[src/rtl/lbc_pkg.sv]
package lbc_pkg;
  typedef enum logic [1:0] {
    CLS_TX   = 2'd0,
    CLS_RX   = 2'd1,
    CLS_FIFO = 2'd2,
    CLS_NONE = 2'd3
  } buf_class_e;

  localparam int NUM_CLASSES = 3;
endpackage

[src/rtl/lbc_decode.sv]
module lbc_decode
  import lbc_pkg::*;
#(
  parameter int NUM_TX = 4,
  parameter int NUM_RX = 4,
  parameter int NUM_BUF = 12,
  parameter int IDX_W = 4,
  parameter logic [NUM_BUF-1:0] CC_HALF_MASK = '0,
  parameter logic [NUM_BUF-1:0] SHADOW_MASK = '0
) (
  input  logic [IDX_W-1:0] idx,
  output buf_class_e       cls,
  output logic             lockable,
  output logic             commit_ok
);
  localparam int RX_BASE   = NUM_TX;
  localparam int FIFO_BASE = NUM_TX + NUM_RX;
  localparam int PAD       = 1 << IDX_W;
  localparam logic [PAD-1:0] CC_PAD = PAD'(CC_HALF_MASK);
  localparam logic [PAD-1:0] SH_PAD = PAD'(SHADOW_MASK);

  always_comb begin
    if (int'(idx) < RX_BASE)        cls = CLS_TX;
    else if (int'(idx) < FIFO_BASE) cls = CLS_RX;
    else if (int'(idx) < NUM_BUF)   cls = CLS_FIFO;
    else                            cls = CLS_NONE;
    lockable  = (cls != CLS_NONE) && !CC_PAD[idx] && !SH_PAD[idx];
    commit_ok = (cls == CLS_TX) && lockable;
  end
endmodule

[src/rtl/lbc_slot.sv]
module lbc_slot #(
  parameter int IDX_W = 4
) (
  input  logic             clk,
  input  logic             rst,
  input  logic             req,
  input  logic [IDX_W-1:0] tgt_idx,
  input  logic             tgt_busy,
  output logic             held,
  output logic [IDX_W-1:0] held_idx,
  output logic             fail
);
  logic grant, rel;

  always_comb begin
    rel   = req && held && (held_idx == tgt_idx);
    grant = req && !held && !tgt_busy;
    fail  = req && ((held && (held_idx != tgt_idx)) || (!held && tgt_busy));
  end

  always_ff @(posedge clk) begin
    if (rst) begin
      held     <= 1'b0;
      held_idx <= '0;
    end else if (grant) begin
      held     <= 1'b1;
      held_idx <= tgt_idx;
    end else if (rel) begin
      held     <= 1'b0;
    end
  end
endmodule

[src/rtl/lbc_fifo_ptr.sv]
module lbc_fifo_ptr #(
  parameter int DEPTH = 4,
  parameter int PTR_W = (DEPTH > 1) ? $clog2(DEPTH) : 1
) (
  input  logic             clk,
  input  logic             rst,
  input  logic             adv,
  output logic [PTR_W-1:0] ptr
);
  localparam logic [PTR_W-1:0] LAST = PTR_W'(DEPTH - 1);

  always_ff @(posedge clk) begin
    if (rst)      ptr <= '0;
    else if (adv) ptr <= (ptr == LAST) ? '0 : ptr + 1'b1;
  end
endmodule

[src/rtl/lbc_lock_ctrl.sv]
module lbc_lock_ctrl
  import lbc_pkg::*;
#(
  parameter int NUM_TX = 4,
  parameter int NUM_RX = 4,
  parameter int FIFO_DEPTH = 4,
  parameter int NUM_BUF = NUM_TX + NUM_RX + FIFO_DEPTH,
  parameter int IDX_W = $clog2(NUM_BUF),
  parameter logic [NUM_BUF-1:0] CC_HALF_MASK = 'h008,
  parameter logic [NUM_BUF-1:0] SHADOW_MASK = 'h080
) (
  input  logic               clk,
  input  logic               rst,
  input  logic               host_wr,
  input  logic [IDX_W-1:0]   host_idx,
  input  logic               host_lock,
  input  logic               host_commit,
  input  logic               host_err_clr,
  input  logic [IDX_W-1:0]   rd_idx,
  output logic               rd_locked,
  input  logic [NUM_BUF-1:0] pe_busy,
  input  logic [NUM_TX-1:0]  pe_sent,
  output logic               tx_win_en,
  output logic [IDX_W-1:0]   tx_win_idx,
  output logic               rx_win_en,
  output logic [IDX_W-1:0]   rx_win_idx,
  output logic               fifo_win_en,
  output logic [IDX_W-1:0]   fifo_win_idx,
  output logic               lock_err,
  output logic [NUM_TX-1:0]  commit_pend
);
  localparam int FIFO_BASE = NUM_TX + NUM_RX;
  localparam int PTR_W     = (FIFO_DEPTH > 1) ? $clog2(FIFO_DEPTH) : 1;
  localparam int PAD       = 1 << IDX_W;

  buf_class_e       cls;
  logic             lockable, commit_ok, lock_wr, new_err, fifo_adv;
  logic [PTR_W-1:0] fifo_ptr;
  logic [IDX_W-1:0] fifo_tgt;
  logic [PAD-1:0]   busy_pad;

  logic [IDX_W-1:0] slot_tgt  [NUM_CLASSES];
  logic [IDX_W-1:0] slot_idx  [NUM_CLASSES];
  logic             slot_req  [NUM_CLASSES];
  logic             slot_held [NUM_CLASSES];
  logic             slot_fail [NUM_CLASSES];
  logic             slot_busy [NUM_CLASSES];

  lbc_decode #(
    .NUM_TX(NUM_TX), .NUM_RX(NUM_RX), .NUM_BUF(NUM_BUF), .IDX_W(IDX_W),
    .CC_HALF_MASK(CC_HALF_MASK), .SHADOW_MASK(SHADOW_MASK)
  ) dec_i (
    .idx(host_idx), .cls(cls), .lockable(lockable), .commit_ok(commit_ok)
  );

  lbc_fifo_ptr #(.DEPTH(FIFO_DEPTH), .PTR_W(PTR_W)) ptr_i (
    .clk(clk), .rst(rst), .adv(fifo_adv), .ptr(fifo_ptr)
  );

  assign lock_wr  = host_wr && host_lock;
  assign busy_pad = PAD'(pe_busy);
  assign fifo_tgt = IDX_W'(FIFO_BASE) + IDX_W'(fifo_ptr);

  genvar c;
  generate
    for (c = 0; c < NUM_CLASSES; c++) begin : g_slot
      assign slot_tgt[c]  = (c == int'(CLS_FIFO)) ? fifo_tgt : host_idx;
      assign slot_req[c]  = lock_wr && lockable && (cls == buf_class_e'(c));
      assign slot_busy[c] = busy_pad[slot_tgt[c]];
      lbc_slot #(.IDX_W(IDX_W)) slot_i (
        .clk(clk), .rst(rst), .req(slot_req[c]), .tgt_idx(slot_tgt[c]),
        .tgt_busy(slot_busy[c]), .held(slot_held[c]),
        .held_idx(slot_idx[c]), .fail(slot_fail[c])
      );
    end
  endgenerate

  // the FIFO slot always targets its head, so a write while held is a release
  assign fifo_adv = slot_req[int'(CLS_FIFO)] && slot_held[int'(CLS_FIFO)];

  assign new_err = lock_wr && (!lockable || slot_fail[0] || slot_fail[1] || slot_fail[2]);

  always_ff @(posedge clk) begin
    if (rst)                           lock_err <= 1'b0;
    else if (new_err)                  lock_err <= 1'b1;
    else if (host_wr && host_err_clr)  lock_err <= 1'b0;
  end

  always_ff @(posedge clk) begin
    if (rst) rd_locked <= 1'b0;
    else     rd_locked <= (slot_held[0] && rd_idx == slot_idx[0]) ||
                          (slot_held[1] && rd_idx == slot_idx[1]) ||
                          (slot_held[2] && rd_idx == fifo_tgt);
  end

  genvar t;
  generate
    for (t = 0; t < NUM_TX; t++) begin : g_commit
      always_ff @(posedge clk) begin
        if (rst)
          commit_pend[t] <= 1'b0;
        else if (host_wr && host_commit && commit_ok && host_idx == IDX_W'(t))
          commit_pend[t] <= 1'b1;
        else if (pe_sent[t])
          commit_pend[t] <= 1'b0;
      end
    end
  endgenerate

  assign tx_win_en    = slot_held[int'(CLS_TX)];
  assign tx_win_idx   = slot_idx[int'(CLS_TX)];
  assign rx_win_en    = slot_held[int'(CLS_RX)];
  assign rx_win_idx   = slot_idx[int'(CLS_RX)];
  assign fifo_win_en  = slot_held[int'(CLS_FIFO)];
  assign fifo_win_idx = fifo_tgt;
endmodule

[config.mk]
export PLATFORM = sky130hd
export DESIGN_NAME = lbc_lock_ctrl
export DESIGN_NICKNAME = d
export VERILOG_FILES = /design/src/rtl/lbc_pkg.sv /design/src/rtl/lbc_decode.sv /design/src/rtl/lbc_slot.sv /design/src/rtl/lbc_fifo_ptr.sv /design/src/rtl/lbc_lock_ctrl.sv
export SDC_FILE = /design/constraint.sdc
export NUM_CORES = 1
export LEC_CHECK = 0
export ABC_AREA = 1
export CAP_MARGIN = 30
export CORE_MARGIN = 4
export CORE_UTILIZATION = 48
export DETAILED_ROUTE_END_ITERATION = 12
export DONT_BUFFER_PORTS = 1
export PLACE_DENSITY = 0.69
export SLEW_MARGIN = 20
export SYNTH_ARGS = -nofsm -noshare
export SYNTH_HDL_FRONTEND = slang
export SYNTH_SLANG_ARGS = --single-unit
export TNS_END_PERCENT = 50
[constraint.sdc]
create_clock -name clk -period 1.4 [get_ports clk]
set_input_delay 0.28 -clock clk [delete_from_list [all_inputs] [get_ports clk]]
set_output_delay 0.28 -clock clk [all_outputs]
set_load 0.02 [all_outputs]
* Yosys cells after proc, flatten, opt, wreduce, memory -nomap -nowiden
Memory sizes are Yosys's and may differ from the RTL's. Index checks and enable logic that the tools add are counted.
Word-level totals: memories 2, output and inout bits 21, register bits after elaboration 23, bits of input ports 30, word-level logic and storage cells 130, ROM bits 32
Operators by class: add/subtract/negate cells 2, reductions and logical operators 66, order comparisons 5, equality and inequality tests 16, multiplexer cells 26
Memories:
- (name not given) | words 16, width 1, rd ports 1, clocked after memory_dff 0, write ports 0, RTL line lbc_decode.sv:27 | lockable = (cls != CLS_NONE) && !CC_PAD[idx] && !SH_PAD[idx];
- (name not given) | words 16, width 1, rd ports 1, clocked after memory_dff 0, write ports 0, RTL line lbc_decode.sv:27
Operators by type and width (number):
- $logic_and A1 B1 Y1 | 40
- $eq A4 B4 Y1 | 6
- $mux W1 | 21
- $reduce_bool A2 Y1 | 8
- $ne A4 B4 Y1 | 3
- $lt A4 B5 Y1 const B | 2
- $bmux W1 S4 | 2
- $eq A4 B2 Y1 const B | 2
- $logic_not A1 Y1 | 8
- $logic_or A1 B1 Y1 | 8
- $lt A4 B4 Y1 const B | 2
- $mux W2 | 3
- $add A4 B2 Y4 const A | 1
- $eq A2 B2 Y1 const B | 2
- $eq A4 B1 Y1 const B | 1
- $logic_not A4 Y1 | 1
- $lt A4 B3 Y1 const B | 1
- $add A2 B1 Y2 const B | 1
- $eq A2 B1 Y1 const B | 1
- $logic_not A2 Y1 | 1
- $ne A2 B2 Y1 const B | 1

* Longest topological paths before layout
depth in word-level cells 15, depth in mapped cells 11, mapped depth without buffers 11

* Hierarchy
Synthesis repeated with hierarchy kept, for this count alone.
Second synthesis, totals: cells, all modules 265, area, all modules 1550.2 um2
By module, submodules not included:
- lbc_slot | sequential area each 100.1 um2, instances 3, area each 265.3 um2, cells an instance 42
- lbc_lock_ctrl | sequential area each 120.1 um2, instances 1, area each 610.6 um2, cells an instance 116
- lbc_fifo_ptr | sequential area each 40.0 um2, instances 1, area each 100.1 um2, cells an instance 14
- lbc_decode | sequential area each 0.0 um2, instances 1, area each 43.8 um2, cells an instance 9

* Least setup slack after synthesis
Ideal clock, no wire load.
path kind flip-flop to flip-flop, from register ptr_i.ptr[0], to register lock_err, required time 1268 ps, cell stages (with the launch flop) 12, setup time 132 ps, arrival time 1230 ps, clock period less this slack 1362 ps, setup slack 38 ps, buffers on the path 0, path through dfxtp_1 > inv_2 > nand2_1 > nand3_1 > nand2_1 > nand2_1 > nand3_1 > nand2_1 > nor2_1 > nand2_1 > nand2_1 > a21oi_2
Between the ends: longest elaborated chain between the ends 9, elaborated cells between the ends (all ways) 12, those cells by class add/sub (1); eq/ne (1); mux (3); reduce/logical (7)
RTL lines:
- from (decl) | RTL line lbc_fifo_ptr.sv:8 | output logic [PTR_W-1:0] ptr
- from (signal assigned) | RTL line lbc_fifo_ptr.sv:14 | else if (adv) ptr <= (ptr == LAST) ? '0 : ptr + 1'b1;
- $add A4 B2 Y4 * | RTL line lbc_lock_ctrl.sv:62 | assign fifo_tgt = IDX_W'(FIFO_BASE) + IDX_W'(fifo_ptr);
- $bmux W1 S4 | RTL line lbc_lock_ctrl.sv:69 | assign slot_busy[c] = busy_pad[slot_tgt[c]];
- $mux W1 (implied by the code) | RTL line lbc_lock_ctrl.sv:69
- $logic_and A1 B1 Y1 | RTL line lbc_slot.sv:18 | fail = req && ((held && (held_idx != tgt_idx)) || (!held && tgt_busy));
- $logic_or A1 B1 Y1 * | RTL line lbc_slot.sv:18
- $logic_and A1 B1 Y1 * | RTL line lbc_slot.sv:18
- $logic_or A1 B1 Y1 * | RTL line lbc_lock_ctrl.sv:81 | assign new_err = lock_wr && (!lockable || slot_fail[0] || slot_fail[1] || slot_fail[2]);
- $logic_and A1 B1 Y1 * | RTL line lbc_lock_ctrl.sv:81
- $mux W1 or $reduce_bool A2 Y1 (tied branches)
- to (signal assigned) | RTL line lbc_lock_ctrl.sv:84 | if (rst) lock_err <= 1'b0;
- to (signal assigned) | RTL line lbc_lock_ctrl.sv:85 | else if (new_err) lock_err <= 1'b1;
- to (signal assigned) | RTL line lbc_lock_ctrl.sv:86 | else if (host_wr && host_err_clr) lock_err <= 1'b0;
- to (decl) | RTL line lbc_lock_ctrl.sv:29 | output logic lock_err,
Every way passes the cells marked *; elsewhere a longest branch is shown, timed or not. The select of a mux whose other input is x is not followed. A chain may end at the register's enable or synchronous reset.

* Worst setup path in the final report
from register g_slot[1].slot_i.held_idx[3], to output rx_win_idx[3]
RTL lines:
- from (decl) | RTL line lbc_slot.sv:10 | output logic [IDX_W-1:0] held_idx,
- from (signal assigned) | RTL line lbc_slot.sv:27 | held_idx <= tgt_idx;
- to (decl) | RTL line lbc_lock_ctrl.sv:26 | output logic [IDX_W-1:0] rx_win_idx,
No word-level cell between the ends.

==> summary.txt <==
STA
  • RSZ-0062 raised after global routing: yes
  • Max Fclk: 0.801 GHz
  • Clk_skew: 0.000504 ns
  • Final setup violation count: 0
  • Tmin final: 1.25 ns
  • Tcrit/Tclk final: 0.891
  • Final hold vios: 0
  • Max Slew Vio Count: 0

CTS
  • Clock Tree Root: clkbuf_4
  • Htree depth: 1
  • Clk slew on worst S/H paths: 0.13 ns
  • CTS Sinks: 22
  • CTS Buf Count: 3
  • Worst-Skew Late Latency: 0.32 ns
  • CTS tree: built
  • Max Root-Sink Buffers: 2

Global route
  • First-pass GRT wire length: 5.35 mm
  • Vias in the first global route: 1199
  • Initial antenna violation count: 0
  • Total Routing Usage GR: 0.194
  • Largest net degree at the start of global routing: 14
  • GRT Residual Overflow: 0

Critical path
  • Worst setup path category: reg2out
  • Crit path launch type: register
  • CP max stage delay: 0.46 ns
  • CP Cell Sequence: buf_4
  • Worst path top cell family by delay: flip-flops
  • Crit-path max FO: 5
  • Buffers & Inverters on Critical Path: 1
  • Crit path DAT: 0.97 ns
  • Critical path data required time: 1.12 ns
  • Critical-path top delay cell: dfxtp_1
  • CP Capture Type: output port

Synthesis
  • Synthesized area per cell: 6.48 um^2
  • Synth top area cells: dfxtp_1 32%, nand2_1 15%, nor2_1 8.8%, inv_1 6.1%, xor2_1 5.1%
  • EDFF count, synth: 0
  • Async SR Flop Fraction: 0
  • Register area share after synthesis: 0.324
  • Netlist Area Pre-Place: 1360 um^2
  • Most used DFF post-synth: dfxtp_1
  • Area leader, netlist: dfxtp_1
  • Share of the synthesized area in the top cell type: 0.324
  • Yosys warns: 0
  • Top post-synthesis cells by count: 53 x nand2_1, 32 x nor2_1, 22 x dfxtp_1, 22 x inv_1, 12 x nand3_1
  • Most frequent cell after synthesis: nand2_1
  • Yosys cell types: 30
  • Mapped Cells: 210
  • #FFs+latches synth: 22
  • Post-synth net total: 241

Floorplanning
  • CORE AREA: 2730 um^2
  • Die Height: 61.3 um
  • Ports: 51
  • Die Width: 61.3 um
  • # rows: 19
  • Starting Density: 0.498
  • Area of the die: 3750 um^2

Layout
  • Total Nets Final: 257
  • Layout cells sized above 1: 0.160
  • Syn-to-layout area delta: 14.1%
  • Design Area, Final: 1550 um^2
  • Fin cells: 256
  • Diode count: 0

Status
  • Status: finished clean

Pwr
  • Reg power frac: 0.492
  • Combinational share of power: 0.123
  • VDD IR max: 0.753 mV
  • P_sw: 0.326 mW
  • Clock power share: 0.385
  • Power per cell area: 848 nW/um^2
  • Power Internal: 0.990 mW
  • Lkg Pwr: 0.712 nW
  • Switch share: 0.248

Routing
  • Number of vias per cell: 5.12
  • Antenna Nets Post-Route: 0
  • Routed wire length: 3.46 mm
  • Residual DRC: 0
  • Starting DRT DRC Count: 79
  • Initial DRT Pass Iterations: 5
  • Vias post-DR: 1310
  • WL/cell: 13.5 um

Placement
  • PortBufs: 0
  • RD Place Congestion: 0.795
  • Placed Area: 1460 um^2
  • Post-Place Cells: 249
  • DP HPWL: 2.65 mm

Worst hold path
  • Min-Delay Path Class: in2reg

Flow run
  • Max cap viols: 0
[through the flow]
step	setup WS, ns	hold slack [ns]	power, mW	utilization	TNS, ns
floorplan	0.0380	0.342	0.805	-	0
global placement	0.0747	0.346	0.810	0.534	0
detailed placement	0.0806	0.347	0.812	0.534	0
CTS	0.0599	0.000611	1.31	0.560	0
global route	-0.0196	0.000221	1.36	0.568	-0.0358
finish	0.152	0.00620	1.32	0.568	0
[power by group through the flow]
stage / Clock [mW] / Sequential [mW] / Combinational (mW)
2_1_floorplan: 0 / 0.669 / 0.136
5_1_grt: 0.525 / 0.649 / 0.184
3_5_place_dp: 0 / 0.663 / 0.149
3_3_place_gp: 0 / 0.663 / 0.147
4_1_cts: 0.508 / 0.649 / 0.156
6_report: 0.507 / 0.648 / 0.162
[layout by cell type (no fill, tap or decap)]
| cell type | count |
|---|---|
| clkbuf_4 | 3 |
| nand2_4 | 1 |
| inv_2 | 3 |
| inv_1 | 22 |
| xnor2_1 | 4 |
| bufinv_16 | 1 |
| nor2_4 | 1 |
| or2_4 | 1 |
| dfxtp_1 | 19 |
| nand4_1 | 4 |
| or2_1 | 1 |
| o21ai_1 | 1 |
| nand3_2 | 1 |
| a211oi_1 | 1 |
| dfxtp_4 | 1 |
| o22ai_1 | 3 |
| dfxtp_2 | 2 |
| o21ai_0 | 10 |
| xor2_1 | 8 |
| nor2_2 | 5 |
| buf_4 | 14 |
| a21oi_2 | 3 |
| nor2_1 | 30 |
| clkinv_1 | 1 |
| a21oi_1 | 11 |
| a221oi_1 | 1 |
| conb_1 | 2 |
| dlygate4sd3_1 | 3 |
| nand3_1 | 12 |
| nor3_1 | 2 |
| ha_1 | 1 |
| nand2_1 | 53 |
[logic make-up (layout without fill, tap and decap cells)]
group,Yosys count,count (layout),synth area share
AND/OR/NAND/NOR,111,111,0.353
flip-flops,22,22,0.324
other,2,2,0.00552
adder cells (fa/ha/maj),1,1,0.00919
buffers and inverters,32,47,0.106
XOR/XNOR,12,12,0.0772
AO/OA/AOI/OAI,30,30,0.126
[worst paths after layout]
kind                                      from                            to  slack [ns]  cells past startpoint
hold reg to reg   g_slot[2].slot_i.held_idx[3]  g_slot[2].slot_i.held_idx[3]        0.49                      2
setup / recovery  g_slot[1].slot_i.held_idx[3]                 rx_win_idx[3]        0.15                      1
setup reg to reg                  ptr_i.ptr[0]  g_slot[2].slot_i.held_idx[0]        0.16                      8
hold / removal                             rst         g_slot[2].slot_i.held       0.006                      1
[repair_timing]
item | 4_1_cts | 5_1_grt
endpoints found under the setup margin | 0 | 3
gates resized for setup | 0 | 6
hold endpoints to repair | 4 | 4
hold buffers | 2 | 1
buffers inserted | 0 | 0
[metal layers]
metal,share of wire,GRT usage,routed length (um)
met2,0.48,0.331,1660
met4,0.021,0.0650,74
met5,0,0,0
met3,0.065,0.0440,223
met1,0.43,0.242,1500
[cell type report]
class	instances	area, um^2
Tap cell	31	38.8
Timing Repair Buffer	17	135
Fill cell	279	1180
Clock inverter	1	30.0
Clock buffer	3	22.5
Multi-Input combinational cell	156	782
Sequential cell	22	447
Inverter	26	97.6
[registers in the layout, summed over array words and instances (netlist names)]
| register | count |
|---|---|
| g_slot.slot_i.held | 3 |
| lock_err | 1 |
| commit_pend | 4 |
| rd_locked | 1 |
| g_slot.slot_i.held_idx | 11 |
| ptr_i.ptr | 2 |
No activity file was read; power rests on OpenSTA's default activity.
